--- src/rtl/irq_agg_pkg.sv ---
package irq_agg_pkg;
  localparam int WORD_W   = 32;
  localparam int BANK_CNT = 2;
  localparam int LINE_CNT = WORD_W * BANK_CNT;
  localparam int ADDR_W   = 12;
  localparam int BYTE_CNT = WORD_W / 8;

  typedef enum logic [1:0] {
    SEL_NONE = 2'd0,
    SEL_EVT  = 2'd1,
    SEL_MASK = 2'd2,
    SEL_LVL  = 2'd3
  } rdSel_e;

  typedef struct packed {
    logic [BANK_CNT-1:0] maskWe;
    logic [BANK_CNT-1:0] ackWe;
    rdSel_e              rdSel;
    logic                rdBank;
    logic [WORD_W-1:0]   wrWord;
  } strobe_t;

  function automatic logic [WORD_W-1:0] laneSwap(input logic [WORD_W-1:0] v);
    logic [WORD_W-1:0] r;
    for (int i = 0; i < BYTE_CNT; i++) begin
      r[i*8 +: 8] = v[(BYTE_CNT-1-i)*8 +: 8];
    end
    return r;
  endfunction
endpackage

--- src/rtl/irq_agg_sync.sv ---
module irq_agg_sync #(
  parameter int WIDTH  = 64,
  parameter int STAGES = 2
) (
  input  logic             clk,
  input  logic             rstN,
  input  logic [WIDTH-1:0] din,
  output logic [WIDTH-1:0] dout
);
  logic [WIDTH-1:0] stg [STAGES];

  always_ff @(posedge clk or negedge rstN) begin
    if (!rstN) begin
      for (int s = 0; s < STAGES; s++) stg[s] <= '0;
    end else begin
      stg[0] <= din;
      for (int s = 1; s < STAGES; s++) stg[s] <= stg[s-1];
    end
  end

  assign dout = stg[STAGES-1];
endmodule

--- src/rtl/irq_agg_ctrl.sv ---
module irq_agg_ctrl
  import irq_agg_pkg::*;
#(
  parameter logic [ADDR_W-1:0] WIN_BASE = 12'h010,
  parameter int                STRIDE_SH = 4
) (
  input  logic              clk,
  input  logic              rstN,
  input  logic [ADDR_W-1:0] busAddr,
  input  logic              busWrEn,
  input  logic [WORD_W-1:0] busWrData,
  output strobe_t           stb
);
  localparam int OFF_W = STRIDE_SH;
  localparam logic [OFF_W-1:0] OFF_EVT  = OFF_W'(4'h0);
  localparam logic [OFF_W-1:0] OFF_MASK = OFF_W'(4'h4);
  localparam logic [OFF_W-1:0] OFF_ACK  = OFF_W'(4'h8);
  localparam logic [OFF_W-1:0] OFF_LVL  = OFF_W'(4'hC);

  logic [ADDR_W-1:0] relAddr;
  logic [ADDR_W-1:0] bankIdx;
  logic              inRange;
  logic [OFF_W-1:0]  offs;

  always_comb begin
    relAddr = busAddr - WIN_BASE;
    bankIdx = relAddr >> STRIDE_SH;
    inRange = (bankIdx < ADDR_W'(BANK_CNT));
    offs    = busAddr[OFF_W-1:0];

    stb        = '0;
    stb.wrWord = laneSwap(busWrData);
    stb.rdBank = relAddr[STRIDE_SH];
    if (inRange) begin
      if (busWrEn && offs == OFF_MASK) stb.maskWe[relAddr[STRIDE_SH]] = 1'b1;
      if (busWrEn && offs == OFF_ACK)  stb.ackWe[relAddr[STRIDE_SH]]  = 1'b1;
      case (offs)
        OFF_EVT:  stb.rdSel = SEL_EVT;
        OFF_MASK: stb.rdSel = SEL_MASK;
        OFF_LVL:  stb.rdSel = SEL_LVL;
        default:  stb.rdSel = SEL_NONE;
      endcase
    end
  end

  assert_one_strobe_R9: assert property (@(posedge clk) disable iff (!rstN)
    $onehot0({stb.maskWe, stb.ackWe}));

  assert_write_gated_R9: assert property (@(posedge clk) disable iff (!rstN)
    !busWrEn |-> (stb.maskWe == '0 && stb.ackWe == '0));
endmodule

--- src/rtl/irq_agg_datapath.sv ---
module irq_agg_datapath
  import irq_agg_pkg::*;
#(
  parameter logic [WORD_W-1:0] LVL_MASK_B0 = 32'h0000_0000,
  parameter logic [WORD_W-1:0] LVL_MASK_B1 = 32'h1FF0_0000
) (
  input  logic                clk,
  input  logic                rstN,
  input  logic [LINE_CNT-1:0] lineSync,
  input  strobe_t             stb,
  output logic [WORD_W-1:0]   rdData,
  output logic                irqOut
);
  localparam logic [WORD_W-1:0] LVL_SEL [BANK_CNT] = '{LVL_MASK_B0, LVL_MASK_B1};

  logic [WORD_W-1:0] bankIn   [BANK_CNT];
  logic [WORD_W-1:0] evtReg   [BANK_CNT];
  logic [WORD_W-1:0] maskReg  [BANK_CNT];
  logic [WORD_W-1:0] lvlReg   [BANK_CNT];
  logic [WORD_W-1:0] captureW [BANK_CNT];
  logic [WORD_W-1:0] ackBits  [BANK_CNT];
  logic [BANK_CNT-1:0] pend;

  genvar b;
  generate
    for (b = 0; b < BANK_CNT; b++) begin : gBank
      // reversed mapping: the upper line group feeds bank 0
      assign bankIn[b]   = lineSync[(BANK_CNT-1-b)*WORD_W +: WORD_W];
      assign captureW[b] = bankIn[b] & ~lvlReg[b] & ~LVL_SEL[b];
      assign ackBits[b]  = stb.ackWe[b] ? (stb.wrWord & ~LVL_SEL[b]) : '0;
      assign pend[b]     = |((evtReg[b] | (lvlReg[b] & LVL_SEL[b])) & maskReg[b]);

      assert_level_unlatched_R5: assert property (@(posedge clk) disable iff (!rstN)
        (evtReg[b] & LVL_SEL[b]) == '0);

      assert_event_sticky_R4: assert property (@(posedge clk) disable iff (!rstN)
        (|($past(evtReg[b]) & ~evtReg[b])) |-> $past(stb.ackWe[b]));

      assert_mask_load_R7: assert property (@(posedge clk) disable iff (!rstN)
        stb.maskWe[b] |=> maskReg[b] == $past(stb.wrWord));

      assert_ack_clears_R8: assert property (@(posedge clk) disable iff (!rstN)
        stb.ackWe[b] |=> (evtReg[b] & $past(stb.wrWord & ~LVL_SEL[b] & ~captureW[b])) == '0);

      assert_capture_wins_R8: assert property (@(posedge clk) disable iff (!rstN)
        (|captureW[b]) |=> (evtReg[b] & $past(captureW[b])) == $past(captureW[b]));
    end
  endgenerate

  always_ff @(posedge clk or negedge rstN) begin
    if (!rstN) begin
      for (int i = 0; i < BANK_CNT; i++) begin
        evtReg[i]  <= '0;
        maskReg[i] <= '0;
        lvlReg[i]  <= '0;
      end
    end else begin
      for (int i = 0; i < BANK_CNT; i++) begin
        evtReg[i] <= (evtReg[i] & ~ackBits[i]) | captureW[i];
        lvlReg[i] <= bankIn[i];
        if (stb.maskWe[i]) maskReg[i] <= stb.wrWord;
      end
    end
  end

  logic [WORD_W-1:0] rdWord;
  always_comb begin
    case (stb.rdSel)
      SEL_EVT:  rdWord = evtReg[stb.rdBank];
      SEL_MASK: rdWord = maskReg[stb.rdBank];
      SEL_LVL:  rdWord = lvlReg[stb.rdBank];
      default:  rdWord = '0;
    endcase
  end

  always_ff @(posedge clk or negedge rstN) begin
    if (!rstN) rdData <= '0;
    else       rdData <= laneSwap(rdWord);
  end

  assign irqOut = |pend;

  assert_idle_read_zero_R9: assert property (@(posedge clk) disable iff (!rstN)
    stb.rdSel == SEL_NONE |=> rdData == '0);

  assert_masked_quiet_R6: assert property (@(posedge clk) disable iff (!rstN)
    (maskReg[0] == '0 && maskReg[1] == '0) |-> !irqOut);
endmodule

--- src/rtl/irq_aggregator.sv ---
module irq_aggregator
  import irq_agg_pkg::*;
#(
  parameter int                SYNC_STAGES = 2,
  parameter logic [WORD_W-1:0] LVL_MASK_B0 = 32'h0000_0000,
  parameter logic [WORD_W-1:0] LVL_MASK_B1 = 32'h1FF0_0000
) (
  input  logic                clk,
  input  logic                rstN,
  input  logic [LINE_CNT-1:0] irqIn,
  input  logic [ADDR_W-1:0]   busAddr,
  input  logic                busWrEn,
  input  logic [WORD_W-1:0]   busWrData,
  output logic [WORD_W-1:0]   busRdData,
  output logic                irqOut
);
  logic [LINE_CNT-1:0] lineSync;
  strobe_t             stb;

  irq_agg_sync #(.WIDTH(LINE_CNT), .STAGES(SYNC_STAGES)) uSync (
    .clk(clk), .rstN(rstN), .din(irqIn), .dout(lineSync)
  );

  irq_agg_ctrl uCtrl (
    .clk(clk), .rstN(rstN), .busAddr(busAddr), .busWrEn(busWrEn),
    .busWrData(busWrData), .stb(stb)
  );

  irq_agg_datapath #(.LVL_MASK_B0(LVL_MASK_B0), .LVL_MASK_B1(LVL_MASK_B1)) uDp (
    .clk(clk), .rstN(rstN), .lineSync(lineSync), .stb(stb),
    .rdData(busRdData), .irqOut(irqOut)
  );
endmodule

--- config.mk ---
export PLATFORM = sky130hd
export DESIGN_NAME = irq_aggregator
export DESIGN_NICKNAME = d
export VERILOG_FILES = /design/src/rtl/irq_agg_pkg.sv /design/src/rtl/irq_agg_sync.sv /design/src/rtl/irq_agg_ctrl.sv /design/src/rtl/irq_agg_datapath.sv /design/src/rtl/irq_aggregator.sv
export SDC_FILE = /design/constraint.sdc
export NUM_CORES = 1
export LEC_CHECK = 0
export ABC_CLOCK_PERIOD_IN_PS = 2300
export BUFFER_PORTS_ARGS = -buffer_cell sky130_fd_sc_hd__buf_2
export CORE_MARGIN = 2
export CORE_UTILIZATION = 40
export CTS_BUF_LIST = sky130_fd_sc_hd__clkbuf_4 sky130_fd_sc_hd__clkbuf_8 sky130_fd_sc_hd__clkbuf_16
export DETAILED_ROUTE_END_ITERATION = 8
export PLACE_DENSITY = 0.58
export SYNTH_ARGS = -nofsm -noshare
export SYNTH_HDL_FRONTEND = slang
export SYNTH_SLANG_ARGS = --single-unit
export TNS_END_PERCENT = 20
--- constraint.sdc ---
create_clock -name clk -period 2.3 [get_ports clk]
set_input_delay 0.345 -clock clk [delete_from_list [all_inputs] [get_ports clk]]
set_output_delay 0.345 -clock clk [all_outputs]
set_load 0.01 [all_outputs]
==> flow_summary.ini, run 1 <==
[sta]
fin_ws_ns = -0.438
max_slew_margin = 0.548
worstMarginPinSlew_ns = 0.678
hold_viol = 0
fmaxAchievable_mhz = 365
grt_setup_unrepaired = true
finalSetupViolCount = 1
fin_worst_skew_ns = 0.0176
slew_violations = 0
fin_crit_sh = 1.19
fin_crit_ns = 2.74

[placement]
gp_congestion = 0.816
dp_hpwl_um = 19600
place_inst = 1367
port_buffers = 143

[floorplan]
std_cell_rows = 64
io_pins = 144
dieArea_um2 = 32400
chipHeight_um = 180
core_area_um2 = 30600
start_util = 0.406
die_x_um = 180

[outcome]
status = complete, but fails checks
violations = setup timing

[critical_path]
cp_data_required_time_ns = 1.96
critPathLaunchType = flip-flop
worstPathCellList = a22o_1, a221oi_2, buf_4, nand4_1, or4_4, buf_6
critPathMaxFanout = 2
critPathKind = flip-flop to output pin
end_kind = output pin
crit_slowest_cell = or4_4
cpPeakStageDelay_ns = 0.55
critPathArrivalTime_ns = 2.39

[power_and_ir_drop]
p_comb_frac = 0.049
total_leakage_power_nw = 7.40
power_density_nw_per_um2 = 802
clkPwrFrac = 0.461
ir_drop_mv = 0.747
p_sw_frac = 0.215
power_switching_mw = 2.77
seqPwrFrac = 0.490
total_power_mw = 12.9
cell_internal_pwr_mw = 10.1

[global_route]
grt_pass1_wl_um = 47000
grt_antenna_before_repair = 1
grt_pass1_vias = 8127
grt_max_degree = 66
grt-ovfl-total = 0
grt_usage = 0.187

[logic_synthesis]
syn_avg_cell_area_um2 = 15.6
yosys.area_share.simple = 0.0473
synth-edff-count = 0
ys.flop_type = dfrtp_1
syn-num-nets = 908
async_flop_share = 1.00
synth.ff_latch_count = 343
yosysSeqAreaShare = 0.692
synth_top_family_by_area = multiplexers
synthCells = 796
synthMuxAreaShare = 0.135
synth_top_area_cell = dfrtp_1
yosysTopAreaCellShare = 0.692
yosysUniqueCellTypes = 37
synth_area_um2 = 12400
synth_compound_area_frac = 0.0885
yosysWarnings = 0
synthXorXnorAreaFrac = 0
synthTopCellsByArea = dfrtp_1 69%, mux4_2 5.8%, mux2_2 5.6%
synth_fa_ha_area_frac = 0.00101

[layout]
syn_to_final_growth_pct = 29.5
drive_gt1_frac = 0.342
instances_no_fill = 1497
fin_nets = 1188
final_core_util = 0.525

[clocking]
cts_buffers = 38
h-tree-depth = 2
root_buffer = clkbuf_16
cts_setup_buffers = 0
cts.sink_count = 343
tritoncts = built
path_clk_slew_ns = 0.06
clockBufferDepth = 3
insertion_delay_ns = 0.52

[detailed_routing]
drt-total-wl_um = 30000
drc_errors = 0
detail_route.vias_per_cell = 5.08
drt_iter0_drc = 408
drt_pass1_iterations = 5
wl_per_cell_um = 20.1
vias = 7612
drtAntennaViolNets = 0

[worst_hold_path]
worstHoldPathType = primary input to flip-flop

[run]
timing.max_cap.violations = 0
cells in the mapped netlist (2+ instances only):
master and instances:
or3_1 2, a221o_1 55, o21ai_1 2, nand3b_1 6
mux2_2 62, nand2_1 10, dfrtp_1 343, a21oi_1 6
nor3_1 4, buf_2 5, buf_4 3, mux2i_1 22
clkbuf_1 13, nor2_1 4, mux2_1 3, nand4_1 6
o211ai_1 2, nor2b_1 58, a221oi_1 16, inv_1 82
mux4_2 32, buf_6 3, o22ai_1 25, a22o_1 16
buf_1 4
power by group through the flow:
| stage | sequential (mW) | combinational, mW | clock, mW |
|---|---|---|---|
| 2_1_floorplan | 6.37 | 0.222 | 0 |
| 3_3_place_gp | 6.41 | 0.546 | 0 |
| 3_5_place_dp | 6.42 | 0.551 | 0 |
| 4_1_cts | 6.31 | 0.648 | 6.08 |
| 5_1_grt | 6.32 | 0.713 | 6.37 |
| 6_report | 6.31 | 0.637 | 5.94 |
cells by family (layout without fill, tap and decap cells):
logic type	after synthesis	in the layout
other	0	1
DFF	343	343
muxes	119	119
adders and majority gates	1	1
AOI/OAI and AO/OA	126	126
and+or+nand+nor	97	97
buffers and inverters	110	414
per-stage QoR:
stage	setup WS, ns	hold WS, ns	setup TNS, ns	cell area (um^2)
floorplan	-0.427	0.0494	-40.19	12500
global placement	-0.216	0.334	-15.56	14100
detailed placement	-0.252	0.335	-17.45	14100
CTS	-0.454	0.0821	-0.454	16100
global route	-0.484	0.0868	-0.484	16100
finish	-0.438	0.100	-0.438	16100
cell usage in the layout, fill, tap and decap left out, types with 4 or more instances in the layout:
cell and instances:
dfrtp_1 342, buf_2 140, inv_1 81, dlygate4sd3_1 65, nor2b_1 58, a221o_1 55, mux2_2 51, buf_4 50
clkbuf_16 39, mux4_2 32, o22ai_1 25, mux2i_1 22, a22o_1 16, mux2_4 12, buf_12 11, nand2_1 10
a221oi_1 10, nand3b_1 6, a21oi_1 6, nand4_1 6, a221oi_2 6, clkbuf_8 6, clkbuf_4 6, clkinv_2 5
nor3_1 4, nor2_1 4, clkinvlp_4 4
final timing paths:
check	from	end	slack [ns]	depth (start not counted)
max in group asynchronous	rstN	uDp.maskReg[6]	1.15	3
min in group asynchronous	rstN	uSync.stg[106]	0.39	2
setup / recovery	uDp.maskReg[12]	irqOut	-0.44	6
hold / removal	busWrData[12]	uDp.maskReg[20]	0.1	2
setup reg to reg	uDp.maskReg[40]	uDp.rdData[16]	0.98	4
hold reg to reg	uSync.stg[73]	uSync.dout[9]	0.34	0
final cells by class:
cell class | instances | area, um^2
flip-flops and latches | 343 | 8580
diodes | 1 | 2.50
fillers | 2579 | 14500
multi-input cells | 343 | 3470
well taps | 396 | 495
clock buffers | 51 | 1100
repair buffers | 268 | 1970
inverters | 82 | 308
clock inverters | 13 | 133
worst max-delay path: cells and delay by family, from the launching register on:
kind | cells | cell delay [ns]
AO/OA/AOI/OAI | 2 | 0.52
buffers and inverters | 2 | 0.32
flip-flops | 1 | 0.39
AND/OR/NAND/NOR | 2 | 0.65
repair_timing:
action | in CTS | in global routing
pin swaps | 3 | 3
resized for setup | 8 | 1
hold endpoints to repair | 119 | 0
endpoints found under the setup margin | 1 | 1
hold buffers | 65 | 0
registers in the layout (all words and copies together), names as in the netlist:
| signal | cells |
|---|---|
| uDp.lvlReg | 64 |
| uDp.maskReg | 64 |
| uSync.dout | 64 |
| uSync.stg | 64 |
| uDp.evtReg | 55 |
| uDp.rdData | 32 |
metal layers:
layer	global-route usage	wire length (um)	part of all wire
met4	0.0603	724	0.024
met1	0.265	13600	0.45
met3	0.0356	1500	0.050
met5	0	0	0
met2	0.295	14200	0.47
No activity file was read; power rests on OpenSTA's default activity.
==> run 2: changes to the inputs <==
Settings changed: BUFFER_PORTS_ARGS -buffer_cell sky130_fd_sc_hd__buf_2 to unset, DONT_BUFFER_PORTS set to 1, PLACE_DENSITY 0.58 to 0.54, REMOVE_ABC_BUFFERS set to 1.
==> run 2 against run 1 <==
Compared with the run above: the flow finishes with violations (hold timing, setup timing); first-iteration DRC count up 14%; sequential power about the same; register-to-register slack barely moved; global-route usage down 0.19 points; non-clock buffer count down 140; clock power is 6.6% higher; critical endpoint unchanged; largest power group is now the clock network.
==> flow_summary.ini, run 2 (synthesized netlist as in run 1, its figures left out) <==
[outcome]
status = complete, but fails checks
violations = hold timing, setup timing

[sta]
hold_viol = 343
fmaxAchievable_mhz = 379
worstMarginPinSlew_ns = 0.703
fin_crit_ns = 2.64
grt_setup_unrepaired = true
slew_violations = 0
finalSetupViolCount = 1
fin_crit_sh = 1.15
max_slew_margin = 0.531
fin_worst_skew_ns = 0.0151
fin_ws_ns = -0.341
finalHoldWorstSlack_ns = -0.470
tns_ns = -0.341

[worst_hold_path]
worstHoldPathType = primary input to asynchronous set/reset pin

[power_and_ir_drop]
p_sw_frac = 0.195
ir_drop_mv = 0.495
total_power_mw = 13.0
power_switching_mw = 2.54
cell_internal_pwr_mw = 10.5
power_density_nw_per_um2 = 843
total_leakage_power_nw = 6.80
clkPwrFrac = 0.487
p_comb_frac = 0.028
seqPwrFrac = 0.485

[floorplan]
io_pins = 144
die_x_um = 180
std_cell_rows = 64
core_area_um2 = 30600
start_util = 0.406
chipHeight_um = 180
dieArea_um2 = 32400

[critical_path]
worst-path-buf-inv = 1
crit_family = simple AND/OR/NAND/NOR gates
crit_slowest_cell = or4_4
critPathArrivalTime_ns = 2.30
critPathMaxFanout = 2
regToRegEndpoint = uDp.rdData[30]
end_kind = output pin
ff2ff_setup_slack_ns = 0.99
cpPeakStageDelay_ns = 0.60
reg2reg_from = uDp.maskReg[6]
cp_data_required_time_ns = 1.96
critPathLaunchType = flip-flop
worstPathCellList = a22o_1, a221oi_2, buf_4, nand4_1, or4_4
critPathKind = flip-flop to output pin
r2r_cells = 3

[clocking]
path_clk_slew_ns = 0.06
cts.sink_count = 343
insertion_delay_ns = 0.51
cts_buffers = 38
cts_setup_buffers = 0
root_buffer = clkbuf_16
tritoncts = built
clockBufferDepth = 3
hold_buffers = 97
h-tree-depth = 2

[layout]
final_core_util = 0.504
antenna_cells = 0
drive_gt1_frac = 0.211
instances_no_fill = 1356
syn_to_final_growth_pct = 24.3
final_common_cell = dfrtp_1
fin_nets = 1048
final_cell_mix = 343 x dfrtp_1, 97 x dlygate4sd3_1, 82 x inv_1

[placement]
port_buffers = 0
place_ws_ns = -0.270
gp_congestion = 0.775
dp_hpwl_um = 18100
place_inst = 1195

[global_route]
grt_pass1_wl_um = 46800
grt_pass1_vias = 7903
grt_antenna_before_repair = 0
grt-ovfl-total = 0
grt_usage = 0.186
grt_max_degree = 344

[detailed_routing]
drt_iter0_drc = 466
detail_route.vias_per_cell = 5.28
drtAntennaViolNets = 0
vias = 7163
drt_pass1_iterations = 4
drt-total-wl_um = 29600
wl_per_cell_um = 21.8
drc_errors = 0

[run]
timing.max_cap.violations = 0
[run 2: final cells by class]
cell class,instances,area (um^2)
tap,396,495
multi-input combinational,343,3440
clock inverter,15,243
fill,2610,15200
clock buffer,49,1090
inverter,82,308
timing repair buffer,128,1270
sequential,343,8580
[run 2: worst max path at each step]
stage                                from              end  depth (start not counted)
after CTS                  uDp.evtReg[12]           irqOut                          5
final                      uDp.evtReg[12]           irqOut                          5
after global routing      uDp.maskReg[10]           irqOut                          5
after global placement         busAddr[4]   uDp.maskReg[2]                          7
after floorplan                busAddr[4]  uDp.maskReg[32]                          6
after detailed placement       busAddr[4]   uDp.maskReg[3]                          7
[run 2: repair_timing]
item | CTS | global route
resized for setup | 7 | 2
endpoints found under the setup margin | 1 | 1
pin swaps | 4 | 0
endpoints found under the hold margin | 474 | 343
[run 2: metal layers]
metal / global-route usage / share of wire
met5: 0 / 0
met3: 0.0398 / 0.058
met4: 0.0539 / 0.027
met1: 0.257 / 0.43
met2: 0.297 / 0.49
[run 2: through the flow]
stage | area, um^2 | hold WS (ns)
floorplan | 12300 | 0.0494
global placement | 13100 | 0.0618
detailed placement | 13100 | 0.0591
CTS | 15400 | -0.480
global route | 15400 | -0.487
finish | 15400 | -0.470
[run 2: power by group through the flow]
stage	combinational [mW]	clock (mW)	sequential (mW)
floorplan	0.176	0	6.37
global placement	0.205	0	6.41
detailed placement	0.212	0	6.42
CTS	0.366	6.48	6.31
global route	0.399	6.77	6.33
finish	0.366	6.33	6.31
